### src/rtl/erase_seq_pkg.sv
package erase_seq_pkg;

    typedef enum logic [2:0] {
        S_IDLE  = 3'd0,
        S_ISSUE = 3'd1,
        S_WAIT  = 3'd2,
        S_GAP   = 3'd3,
        S_BUSY  = 3'd4
    } seq_st_e;

    typedef enum logic [1:0] {
        STEP_FIRST = 2'd0,
        STEP_LAST  = 2'd1,
        STEP_ERASE = 2'd2
    } seq_step_e;

    localparam logic [5:0] IDX_TAG_FIRST = 6'd32;
    localparam logic [5:0] IDX_TAG_LAST  = 6'd33;
    localparam logic [5:0] IDX_ERASE     = 6'd38;

    localparam logic [2:0] CODE_BUSY_TMO = 3'b100;

endpackage

### src/rtl/erase_cmd_sel.sv
module erase_cmd_sel
    import erase_seq_pkg::*;
#(
    parameter int AW = 32
) (
    input  seq_step_e         step,
    input  logic [AW-1:0]     first_q,
    input  logic [AW-1:0]     last_q,
    output logic [5:0]        cmd_idx,
    output logic [AW-1:0]     cmd_arg
);

    always_comb begin
        case (step)
            STEP_FIRST: begin
                cmd_idx = IDX_TAG_FIRST;
                cmd_arg = first_q;
            end
            STEP_LAST: begin
                cmd_idx = IDX_TAG_LAST;
                cmd_arg = last_q;
            end
            default: begin
                cmd_idx = IDX_ERASE;
                cmd_arg = '0;
            end
        endcase
    end

endmodule

### src/rtl/erase_seq_fsm.sv
module erase_seq_fsm
    import erase_seq_pkg::*;
#(
    parameter int AW       = 32,
    parameter int RSP_MAX  = 64,
    parameter int GAP_CYC  = 8,
    parameter int BUSY_MAX = 1024
) (
    input  logic          clk,
    input  logic          rst_n,
    input  logic          go,
    input  logic [AW-1:0] first_in,
    input  logic [AW-1:0] last_in,
    input  logic          rsp_valid,
    input  logic          rsp_err,
    input  logic          dat_busy,
    output logic          issue,
    output seq_step_e     step,
    output logic [AW-1:0] first_q,
    output logic [AW-1:0] last_q,
    output logic          running,
    output logic          done,
    output logic          err,
    output logic [2:0]    err_code
);

    localparam int LIM_A  = (RSP_MAX > GAP_CYC) ? RSP_MAX : GAP_CYC;
    localparam int LIM    = (LIM_A > BUSY_MAX) ? LIM_A : BUSY_MAX;
    localparam int CW     = $clog2(LIM + 1);
    localparam int GW     = $clog2(GAP_CYC + 1);

    typedef struct packed {
        seq_st_e       st;
        seq_step_e     step;
        logic [CW-1:0] cnt;
        logic [AW-1:0] first;
        logic [AW-1:0] last;
        logic          done;
        logic          err;
        logic [2:0]    code;
    } seq_reg_t;

    seq_reg_t r_q, r_d;
    logic [1:0] step_num;

    assign step_num = 2'(r_q.step) + 2'd1;

    always_comb begin
        r_d      = r_q;
        r_d.done = 1'b0;
        case (r_q.st)
            S_IDLE: begin
                if (go) begin
                    r_d.st    = S_ISSUE;
                    r_d.step  = STEP_FIRST;
                    r_d.first = first_in;
                    r_d.last  = last_in;
                    r_d.err   = 1'b0;
                    r_d.code  = 3'b000;
                end
            end
            S_ISSUE: begin
                r_d.st  = S_WAIT;
                r_d.cnt = '0;
            end
            S_WAIT: begin
                if (rsp_err) begin
                    r_d.st   = S_IDLE;
                    r_d.done = 1'b1;
                    r_d.err  = 1'b1;
                    r_d.code = {1'b0, step_num};
                end else if (rsp_valid) begin
                    r_d.cnt = '0;
                    if (r_q.step == STEP_ERASE) begin
                        r_d.st = S_BUSY;
                    end else begin
                        r_d.st   = S_GAP;
                        r_d.step = seq_step_e'(step_num);
                    end
                end else if (r_q.cnt == CW'(RSP_MAX - 1)) begin
                    r_d.st   = S_IDLE;
                    r_d.done = 1'b1;
                    r_d.err  = 1'b1;
                    r_d.code = {1'b1, step_num};
                end else begin
                    r_d.cnt = r_q.cnt + 1'b1;
                end
            end
            S_GAP: begin
                if (r_q.cnt == CW'(GAP_CYC - 1)) begin
                    r_d.st = S_ISSUE;
                end else begin
                    r_d.cnt = r_q.cnt + 1'b1;
                end
            end
            S_BUSY: begin
                if (!dat_busy) begin
                    r_d.st   = S_IDLE;
                    r_d.done = 1'b1;
                end else if (r_q.cnt == CW'(BUSY_MAX - 1)) begin
                    r_d.st   = S_IDLE;
                    r_d.done = 1'b1;
                    r_d.err  = 1'b1;
                    r_d.code = CODE_BUSY_TMO;
                end else begin
                    r_d.cnt = r_q.cnt + 1'b1;
                end
            end
            default: begin
                r_d.st = S_IDLE;
            end
        endcase
    end

    always_ff @(posedge clk) begin
        if (!rst_n) begin
            r_q <= '{st: S_IDLE, step: STEP_FIRST, cnt: '0, first: '0,
                     last: '0, done: 1'b0, err: 1'b0, code: 3'b000};
        end else begin
            r_q <= r_d;
        end
    end

    assign issue    = (r_q.st == S_ISSUE);
    assign running  = (r_q.st != S_IDLE);
    assign step     = r_q.step;
    assign first_q  = r_q.first;
    assign last_q   = r_q.last;
    assign done     = r_q.done;
    assign err      = r_q.err;
    assign err_code = r_q.code;

    // Guard: cycles since the last accepted good response, saturating.
    logic [GW-1:0] gap_seen_q;
    logic          rsp_take;
    assign rsp_take = (r_q.st == S_WAIT) && rsp_valid && !rsp_err;

    always_ff @(posedge clk) begin
        if (!rst_n) begin
            gap_seen_q <= '0;
        end else if (rsp_take) begin
            gap_seen_q <= '0;
        end else if (gap_seen_q != GW'(GAP_CYC)) begin
            gap_seen_q <= gap_seen_q + 1'b1;
        end
    end

    AST_ISSUE_PULSE: assert property (@(posedge clk) disable iff (!rst_n)
        issue |=> !issue);

    AST_GAP_KEPT: assert property (@(posedge clk) disable iff (!rst_n)
        (issue && step != STEP_FIRST) |-> (gap_seen_q == GW'(GAP_CYC)));

    AST_DONE_PULSE: assert property (@(posedge clk) disable iff (!rst_n)
        done |=> !done);

    AST_WAIT_BOUND: assert property (@(posedge clk) disable iff (!rst_n)
        (r_q.st == S_WAIT) |-> (r_q.cnt < CW'(RSP_MAX)));

    AST_BUSY_BOUND: assert property (@(posedge clk) disable iff (!rst_n)
        (r_q.st == S_BUSY) |-> (r_q.cnt < CW'(BUSY_MAX)));

    AST_ERR_CODED: assert property (@(posedge clk) disable iff (!rst_n)
        err |-> (err_code != 3'b000));

    AST_GO_IGNORED: assert property (@(posedge clk) disable iff (!rst_n)
        (running && go) |=> ($stable(first_q) && $stable(last_q)));

    AST_ERR_HELD: assert property (@(posedge clk) disable iff (!rst_n)
        (!running && !go) |=> ($stable(err) && $stable(err_code)));

endmodule

### src/rtl/erase_seq.sv
module erase_seq
    import erase_seq_pkg::*;
#(
    parameter int AW       = 32,
    parameter int RSP_MAX  = 64,
    parameter int GAP_CYC  = 8,
    parameter int BUSY_MAX = 1024
) (
    input  logic          clk,
    input  logic          rst_n,
    input  logic          go,
    input  logic [AW-1:0] first_addr,
    input  logic [AW-1:0] last_addr,
    output logic          running,
    output logic          cmd_issue,
    output logic [5:0]    cmd_idx,
    output logic [AW-1:0] cmd_arg,
    input  logic          rsp_valid,
    input  logic          rsp_err,
    input  logic          dat_busy,
    output logic          done,
    output logic          err,
    output logic [2:0]    err_code
);

    seq_step_e     step_w;
    logic [AW-1:0] first_w;
    logic [AW-1:0] last_w;

    erase_seq_fsm #(
        .AW       (AW),
        .RSP_MAX  (RSP_MAX),
        .GAP_CYC  (GAP_CYC),
        .BUSY_MAX (BUSY_MAX)
    ) u_fsm (
        .clk       (clk),
        .rst_n     (rst_n),
        .go        (go),
        .first_in  (first_addr),
        .last_in   (last_addr),
        .rsp_valid (rsp_valid),
        .rsp_err   (rsp_err),
        .dat_busy  (dat_busy),
        .issue     (cmd_issue),
        .step      (step_w),
        .first_q   (first_w),
        .last_q    (last_w),
        .running   (running),
        .done      (done),
        .err       (err),
        .err_code  (err_code)
    );

    erase_cmd_sel #(
        .AW (AW)
    ) u_sel (
        .step    (step_w),
        .first_q (first_w),
        .last_q  (last_w),
        .cmd_idx (cmd_idx),
        .cmd_arg (cmd_arg)
    );

    AST_ERASE_ARG_ZERO: assert property (@(posedge clk) disable iff (!rst_n)
        (cmd_issue && cmd_idx == IDX_ERASE) |-> (cmd_arg == '0));

    AST_DONE_ENDS_RUN: assert property (@(posedge clk) disable iff (!rst_n)
        done |-> !running);

endmodule

### config.mk
export PLATFORM = sky130hd
export DESIGN_NAME = erase_seq
export DESIGN_NICKNAME = d
export VERILOG_FILES = /design/src/rtl/erase_seq_pkg.sv /design/src/rtl/erase_cmd_sel.sv /design/src/rtl/erase_seq_fsm.sv /design/src/rtl/erase_seq.sv
export SDC_FILE = /design/constraint.sdc
export NUM_CORES = 1
export LEC_CHECK = 0
export CAP_MARGIN = 20
export CORE_MARGIN = 2
export CORE_UTILIZATION = 50
export DETAILED_ROUTE_END_ITERATION = 10
export GPL_ROUTABILITY_DRIVEN = 1
export MAX_ROUTING_LAYER = met4
export PLACE_DENSITY = 0.85
export SLEW_MARGIN = 30
export SYNTH_ARGS = -nofsm -noshare
export SYNTH_HDL_FRONTEND = slang
export SYNTH_SLANG_ARGS = --single-unit
### constraint.sdc
create_clock -name clk -period 5.07 [get_ports clk]
set_clock_uncertainty 0.15 [all_clocks]
set_input_delay 0.7605 -clock clk [delete_from_list [all_inputs] [get_ports clk]]
set_output_delay 0.7605 -clock clk [all_outputs]
set_load 0.01 [all_outputs]
==> results.sh, run 1 <==
export IMPL_status="completed"
export IMPL_die_w_um=91.35
export IMPL_cts_sinks=85
export IMPL_fp_dieArea_um2=8345
export IMPL_synth_edf_count=0
export IMPL_drt_iter0_drc=249
export IMPL_fin_crit_ns=3.233
export IMPL_synth_area_per_cell_um2=7.850
export IMPL_tns_ns=0
export IMPL_antenna_cells=0
export IMPL_track_usage_pct=24.30
export IMPL_critPathSlowestCell="clkdlybuf4s50_1"
export IMPL_maxCapViolations=0
export IMPL_p_seq_share_pct=49.4
export IMPL_via_per_inst=5.511
export IMPL_drive_gt1_share_pct=6.818
export IMPL_grt_setup_unrepaired="false"
export IMPL_drc=0
export IMPL_start_util_pct=52.04
export IMPL_endpoint_kind="output pin"
export IMPL_clk_pin_slew_worst_paths_ns=0.08
export IMPL_dr_pass1_iters=5
export IMPL_row_count=31
export IMPL_critPathMaxFanout=24
export IMPL_clkPwrFrac_pct=32.4
export IMPL_cts_resized=0
export IMPL_synth_distinct_cells=53
export IMPL_cts_tree="built"
export IMPL_ctsHoldBuffers=0
export IMPL_synth_main_ff_cell="dfxtp_1"
export IMPL_path_cells="inv_1 > ha_2 > buf_4 > a22o_1 > clkdlybuf4s50_1"
export IMPL_ys_seq_elements=85
export IMPL_p_sw_uw=384.1
export IMPL_clkLatencyLatePin_ns=0.34
export IMPL_finalHoldViolations=0
export IMPL_worst_slew_pin_slew_ns=0.7075
export IMPL_start_kind="flip-flop"
export IMPL_die_y_um=91.35
export IMPL_final_nets=643
export IMPL_grt_overflow=0
export IMPL_dp_hpwl_um=6854
export IMPL_path_class="reg -> out"
export IMPL_dpl_cell_area_um2=4876
export IMPL_synth_cells=486
export IMPL_coreArea_um2=7331
export IMPL_pre_cts_ws_ns=1.856
export IMPL_p_int_mw=1.100
export IMPL_syn_to_final_growth_pct=33.09
export IMPL_synth_seq_area_share_pct=44.60
export IMPL_fin_area_um2=5077
export IMPL_netlist_area_um2=3815
export IMPL_leakage_nw=1.850
export IMPL_async_flop_share_pct=0
export IMPL_max_stage_delay_ns=0.55
export IMPL_crit_buf_inv=3
export IMPL_cts_made_buffers=9
export IMPL_yosys_warnings=0
export IMPL_fin_crit_sh_pct=63.76
export IMPL_combPwrFrac_pct=18.2
export IMPL_root_buffer="clkbuf_8"
export IMPL_setup_viol=0
export IMPL_route_vias_total=3698
export IMPL_grt_pass1_vias=3411
export IMPL_htreeDepth=3
export IMPL_cts_buffer_depth=2
export IMPL_grt_pass1_wl_um=16010
export IMPL_placed_cells=656
export IMPL_peakVddDrop_mv=0.1994
export IMPL_routed_wl_um=9909
export IMPL_hp_class="reg -> reg"
export IMPL_setup_ws_ns=1.837
export IMPL_path_delay_family="buffers and inverters"
export IMPL_wl_per_cell_um=14.77
export IMPL_cp_required_ns=4.16
export IMPL_grt_max_degree=67
export IMPL_gp_congestion=0.8658
export IMPL_final_cells=671
export IMPL_io_buffers=111
export IMPL_fmax_ghz=0.3094
export IMPL_post_cts_buffers=0
export IMPL_antenna_found_initial=0
export IMPL_ioPinCount=115
export IMPL_max_slew_margin_rel_pct=52.77
export IMPL_pwr_density_cell_nw_per_um2=292.3
export IMPL_arrival_ns=2.32
export IMPL_netSwitchingFraction_pct=25.88
export IMPL_postRouteAntennaNets=0
export IMPL_drv_slew=0
-- final cells by class --
type	instances	area [µm²]
multi-input cells	353	1901
repair buffers	114	1134
clock buffers	12	155.1
well taps	99	123.9
flip-flops and latches	85	1702
inverters	5	18.77
fillers	596	2253
clock inverters	3	43.79
-- power groups by stage --
stage          registers (mW)  clock network (mW)  logic (mW)
2_1_floorplan           0.739                   0       0.153
3_3_place_gp            0.747                   0       0.264
3_5_place_dp            0.749                   0       0.270
4_1_cts                 0.733               0.487       0.272
5_1_grt                 0.738               0.513       0.296
6_report                0.733               0.481       0.270
-- synthesized netlist by cell type (3+ instances only) --
master | instances | share of area, %
buf_1 | 4 | 0.39
inv_1 | 5 | 0.49
nand2_1 | 150 | 15
ha_1 | 5 | 1.6
buf_2 | 3 | 0.39
dfxtp_1 | 85 | 45
nor3_1 | 8 | 1.0
a21oi_2 | 3 | 0.69
a21oi_1 | 73 | 9.6
or4_1 | 6 | 1.2
o21ai_1 | 8 | 1.0
clkbuf_1 | 28 | 2.8
nor2_1 | 15 | 1.5
nand3_1 | 6 | 0.79
buf_4 | 7 | 1.4
a22o_1 | 32 | 7.3
-- through the flow --
stage          hold slack, ns  total power [mW]  utilization, %
2_1_floorplan          0.2860            0.8923               -
3_3_place_gp           0.2912             1.010           66.43
3_5_place_dp           0.2960             1.018           66.51
4_1_cts                0.3062             1.491           69.23
5_1_grt                0.3224             1.547           69.26
6_report               0.3068             1.484           69.26
-- worst reg2reg max path, cell delays in order, from the launching register on --
cell and delay, ns:
dfxtp_1 0.36, ha_1 0.26, and4_1 0.21, nor4bb_1 0.13, o31ai_2 0.28, nand4_2 0.28
or4_1 0.58, a21oi_2 0.14
-- cells by family after synthesis --
| family | synth area share [%] |
|---|---|
| adder cells (fa/ha/maj) | 1.640 |
| AND/OR/NAND/NOR | 24.99 |
| buffers and inverters | 6.002 |
| AO/OA/AOI/OAI | 22.04 |
| multiplexers | 0.5248 |
| flip-flops | 44.60 |
| other | 0.1969 |
-- per-layer routing --
metal  GRT usage (%)  share of wire [%]  vias to the layer above
met4           7.197                1.1                        0
met1           30.21                 44                     1726
met3           3.817                5.8                       14
met2           40.93                 49                      137
li1                -                  -                     1821
met5               -                  0                        -
-- sequential cells by signal, summed over array words and instances, names as in the netlist --
| name | cells |
|---|---|
| u_fsm.first_q | 32 |
| u_fsm.last_q | 32 |
| u_fsm.r_q | 14 |
| u_fsm.err_code | 3 |
| u_fsm.step | 2 |
| u_fsm.done | 1 |
| u_fsm.err | 1 |
-- cells in the final DEF (no fill, tap or decap), drive strengths merged, types with 2 or more instances in the layout --
master,count
o21a,2
inv,6
a22o,32
nand4,2
conb,3
clkbuf,12
o31ai,2
mux2i,2
or2,3
or4,8
nor2,15
or3b,3
nand3,8
nor3,8
or3,2
clkdlybuf4s50,111
nor4,3
a21oi,76
o22ai,2
o21ai,10
dfxtp,85
and2,2
nand2,150
ha,5
nor3b,2
buf,3
-- worst paths after layout --
check                    end  slack, ns       startpoint  cells past startpoint
max              cmd_arg[29]       1.84    u_fsm.step[0]                      5
min          u_fsm.last_q[4]       0.31  u_fsm.last_q[4]                      2
max reg2reg    u_fsm.r_q[78]       2.62    u_fsm.r_q[69]                      7
min reg2reg  u_fsm.last_q[4]       0.31  u_fsm.last_q[4]                      2
(Power assumes the default switching activity.)
==> run 2: changes to the inputs <==
CORE_UTILIZATION = 47   (was 50)
PLACE_DENSITY = 0.81   (was 0.85)
clock period = 3.2 ns   (was 5.07 ns; I/O delays follow)
==> run 2 against run 1 <==
Against the previous run: die area grew 6.1%; via count decreased by 2.0%; worst setup slack got worse by 1.4 ns; total power is 58% higher; highest routed layer unchanged; sequential cell count stayed put; critical endpoint is now cmd_arg[27]; hold slack worse by 0.0012 ns.
==> results.sh, run 2 (same netlist as run 1, synthesis figures left out) <==
export IMPL_routed_wl_um=9556
export IMPL_grt_overflow=0
export IMPL_fp_dieArea_um2=8854
export IMPL_arrival_ns=2.13
export IMPL_dp_hpwl_um=6550
export IMPL_pwr_density_cell_nw_per_um2=459.9
export IMPL_grt_setup_unrepaired="false"
export IMPL_postRouteAntennaNets=0
export IMPL_die_w_um=94.10
export IMPL_setup_viol=0
export IMPL_multi_input_area_um2=1892
export IMPL_clkLatencyLatePin_ns=0.34
export IMPL_fin_crit_sh_pct=86.14
export IMPL_drt_iter0_drc=269
export IMPL_ctsHoldBuffers=0
export IMPL_antenna_found_initial=0
export IMPL_cts_resized=0
export IMPL_track_usage_pct=22.59
export IMPL_start_util_pct=48.86
export IMPL_regArea_um2=1702
export IMPL_fin_crit_ns=2.756
export IMPL_fin_util_pct=65.45
export IMPL_critPathMaxFanout=33
export IMPL_row_count=32
export IMPL_placed_cells=664
export IMPL_cts_sinks=85
export IMPL_fmax_ghz=0.3628
export IMPL_cts_buffer_depth=2
export IMPL_endpoint_kind="output pin"
export IMPL_holdWs_ns=0.3056
export IMPL_dr_pass1_iters=4
export IMPL_root_buffer="clkbuf_8"
export IMPL_start_kind="flip-flop"
export IMPL_fillers=671
export IMPL_syn_to_final_growth_pct=33.95
export IMPL_grt_pass1_wl_um=15770
export IMPL_final_nets=648
export IMPL_die_y_um=94.10
export IMPL_grt_pass1_vias=3407
export IMPL_status="completed"
export IMPL_cts_tree="built"
export IMPL_max_slew_margin_rel_pct=56.38
export IMPL_clk_pin_slew_worst_paths_ns=0.08
export IMPL_peakVddDrop_mv=0.2909
export IMPL_drv_slew=0
export IMPL_wl_per_cell_um=14.05
export IMPL_drive_gt1_share_pct=7.612
export IMPL_layout_common_cells="149 x nand2_1, 111 x clkdlybuf4s50_1, 85 x dfxtp_1"
export IMPL_tns_ns=0
export IMPL_io_buffers=111
export IMPL_htreeDepth=3
export IMPL_final_cells=680
export IMPL_cts_made_buffers=9
export IMPL_gp_congestion=0.8694
export IMPL_path_class="reg -> out"
export IMPL_drc=0
export IMPL_layout_cells_most_common="nand2_1"
export IMPL_grt_max_degree=66
export IMPL_via_per_inst=5.331
export IMPL_route_vias_total=3625
export IMPL_ioPinCount=115
export IMPL_antenna_cells=0
export IMPL_worst_slew_pin_slew_ns=0.6544
export IMPL_maxCapViolations=0
export IMPL_cp_required_ns=2.57
export IMPL_leakage_nw=1.861
export IMPL_hp_class="reg -> reg"
export IMPL_coreArea_um2=7807
export IMPL_finalHoldViolations=0
export IMPL_post_cts_buffers=0
==> run 2: final timing paths <==
| path | cells after the start | start | endpoint | slack (ns) |
|---|---|---|---|---|
| min reg2reg | 2 | u_fsm.last_q[21] | u_fsm.last_q[21] | 0.31 |
| max reg2reg | 7 | u_fsm.r_q[69] | u_fsm.r_q[78] | 0.81 |
| min | 2 | u_fsm.last_q[21] | u_fsm.last_q[21] | 0.31 |
| max | 5 | u_fsm.step[0] | cmd_arg[27] | 0.44 |
==> run 2: area by class of cell <==
type | count | share of cell area, %
Tap cell | 102 | 2.498
Sequential cell | 85 | 33.30
Timing Repair Buffer | 119 | 22.92
Clock buffer | 10 | 2.498
Clock inverter | 6 | 1.396
Multi-Input combinational cell | 353 | 37.02
Inverter | 5 | 0.3673
==> run 2: routing by layer <==
| layer | vias up | GRT usage, % | part of all wire, % |
|---|---|---|---|
| met1 | 1668 | 28.68 | 45 |
| met2 | 120 | 36.37 | 48 |
| li1 | 1831 | - | - |
| met5 | - | - | 0 |
| met3 | 6 | 4.815 | 6.3 |
| met4 | 0 | 6.763 | 0.86 |
==> run 2: worst max-delay path: stages, from the launching register on <==
cell and delay [ns]:
dfxtp_1 0.44, inv_1 0.10, ha_1 0.20, buf_4 0.24, a22o_1 0.27, clkdlybuf4s50_1 0.52
==> run 2: where the power goes <==
part / switching (mW) / internal (mW) / total, mW
logic: 0.207 / 0.225 / 0.432
registers: 0.0377 / 1.12 / 1.16
clock network: 0.390 / 0.368 / 0.758
total: 0.635 / 1.71 / 2.35
==> run 2: stage by stage <==
| stage | total power [mW] | worst slack, ns | area, µm² |
|---|---|---|---|
| final | 2.350 | 0.4436 | 5110 |
| after global routing | 2.460 | 0.3955 | 5110 |
| after CTS | 2.364 | 0.4541 | 5110 |
| after detailed placement | 1.618 | 0.5377 | 4911 |
| after global placement | 1.610 | 0.5919 | 4911 |
| after floorplan | 1.414 | 1.048 | 3819 |
==> run 3: changes to the inputs <==
CORE_UTILIZATION = 25   (was 47)
PLACE_DENSITY = 0.49   (was 0.81)
==> run 3 against run 2 <==
Against the previous run: register-to-register slack lost 0.02 ns; wire length grew 17%; highest routed layer unchanged; sequential power is essentially flat; non-clock buffer count grew 1; combinational power grew 3%; critical endpoint is now cmd_arg[30]; total power grew 12%; sequential share of layout area shrank 1.2 points; critical path depth is the same; clock power grew 35%; global-route usage shrank 8.1 points.
==> results.sh, run 3 (same netlist as run 1, synthesis figures left out) <==
export IMPL_dp_hpwl_um=7779
export IMPL_clkLatencyLatePin_ns=0.34
export IMPL_worst_slew_pin_slew_ns=0.5537
export IMPL_root_buffer="clkbuf_16"
export IMPL_peakVddDrop_mv=0.2308
export IMPL_postRouteAntennaNets=0
export IMPL_row_count=45
export IMPL_tns_ns=0
export IMPL_fin_crit_sh_pct=85.81
export IMPL_grt_pass1_wl_um=18240
export IMPL_syn_to_final_growth_pct=39.16
export IMPL_cp_required_ns=2.57
export IMPL_fin_crit_ns=2.746
export IMPL_dr_pass1_iters=4
export IMPL_coreArea_um2=15030
export IMPL_min_from="u_fsm.last_q[6]"
export IMPL_clk_pin_slew_worst_paths_ns=0.06
export IMPL_ctsHoldBuffers=0
export IMPL_max_slew_margin_rel_pct=62.96
export IMPL_placed_cells=751
export IMPL_antenna_cells=0
export IMPL_grt_max_degree=40
export IMPL_antenna_found_initial=0
export IMPL_cts_made_buffers=9
export IMPL_final_nets=649
export IMPL_rr_worst_depth=7
export IMPL_min_path_cells=2
export IMPL_path_class="reg -> out"
export IMPL_drt_iter0_drc=183
export IMPL_cts_tree="built"
export IMPL_fmax_ghz=0.3642
export IMPL_wl_per_cell_um=14.60
export IMPL_die_y_um=127.5
export IMPL_hold_end="u_fsm.last_q[6]"
export IMPL_io_buffers=111
export IMPL_grt_pass1_vias=3605
export IMPL_layout_cells_most_common="nand2_1"
export IMPL_start_util_pct=25.38
export IMPL_gp_congestion=0.8291
export IMPL_p_total_mw=2.620
export IMPL_pwr_density_cell_nw_per_um2=493.6
export IMPL_r2r_setup_slack_ns=0.79
export IMPL_die_w_um=127.5
export IMPL_cts_buffer_depth=2
export IMPL_via_per_inst=4.696
export IMPL_r2r_end="u_fsm.r_q[78]"
export IMPL_maxCapViolations=0
export IMPL_leakage_nw=1.906
export IMPL_cts_sinks=85
export IMPL_track_usage_pct=14.47
export IMPL_grt_setup_unrepaired="false"
export IMPL_critPathMaxFanout=33
export IMPL_r2r_start="u_fsm.r_q[69]"
export IMPL_htreeDepth=3
export IMPL_arrival_ns=2.12
export IMPL_setup_viol=0
export IMPL_status="completed"
export IMPL_final_cells=766
export IMPL_endpoint_kind="output pin"
export IMPL_grt_overflow=0
export IMPL_route_vias_total=3597
export IMPL_drc=0
export IMPL_drive_gt1_share_pct=7.266
export IMPL_fillers=1556
export IMPL_cts_resized=0
export IMPL_layout_common_cells="149 x nand2_1, 111 x clkdlybuf4s50_1, 85 x dfxtp_1"
export IMPL_drv_slew=0
export IMPL_finalHoldViolations=0
export IMPL_fp_dieArea_um2=16260
export IMPL_post_cts_buffers=0
export IMPL_routed_wl_um=11180
export IMPL_start_kind="flip-flop"
export IMPL_ioPinCount=115
export IMPL_hp_class="reg -> reg"
-- run 3: final cells by class --
| type | count | area (µm²) | share of cell area, % |
|---|---|---|---|
| Clock inverter | 3 | 46.29 | 0.8720 |
| Timing Repair Buffer | 120 | 1179 | 22.20 |
| Tap cell | 188 | 235.2 | 4.431 |
| Multi-Input combinational cell | 353 | 1892 | 35.64 |
| Sequential cell | 85 | 1702 | 32.05 |
| Clock buffer | 12 | 236.5 | 4.454 |
| Inverter | 5 | 18.77 | 0.3535 |
-- run 3: metrics by stage --
step	hold slack (ns)	setup slack (ns)	instance area (µm²)	util (%)
2_1_floorplan	0.2860	1.048	3819	-
3_3_place_gp	0.2915	0.5449	5026	33.43
3_5_place_dp	0.2964	0.4833	5026	33.43
4_1_cts	0.3044	0.4048	5309	35.31
5_1_grt	0.3179	0.3401	5309	35.31
6_report	0.3037	0.4540	5309	35.31
-- run 3: worst max path at each step --
stage                        from             to  slack (ns)  cells past startpoint
global route        u_fsm.step[0]    cmd_arg[25]        0.34                      4
CTS                 u_fsm.step[0]    cmd_arg[27]        0.40                      5
detailed placement      rsp_valid  u_fsm.r_q[78]        0.48                      7
global placement        rsp_valid  u_fsm.r_q[78]        0.54                      7
floorplan           u_fsm.r_q[69]  u_fsm.r_q[78]        1.05                      7
finish              u_fsm.step[0]    cmd_arg[30]        0.45                      5
-- run 3: power breakdown --
part	internal [mW]	switching [mW]	total [mW]
Sequential	1.12	0.0374	1.16
Combinational	0.227	0.217	0.444
Clock	0.604	0.411	1.02
-- run 3: worst max-delay path, cell delays in order, from the launching register on --
cell             delay (ns)
dfxtp_1                0.36
inv_1                  0.10
ha_1                   0.14
buf_4                  0.37
a22o_1                 0.22
clkdlybuf4s50_1        0.56
-- run 3: metal layers --
metal	vias to the layer above	GRT usage [%]	routed length (µm)
li1	1834	-	-
met1	1666	17.60	5257
met2	85	23.21	5250
met3	12	4.313	499
met4	0	4.331	173
met5	-	-	0
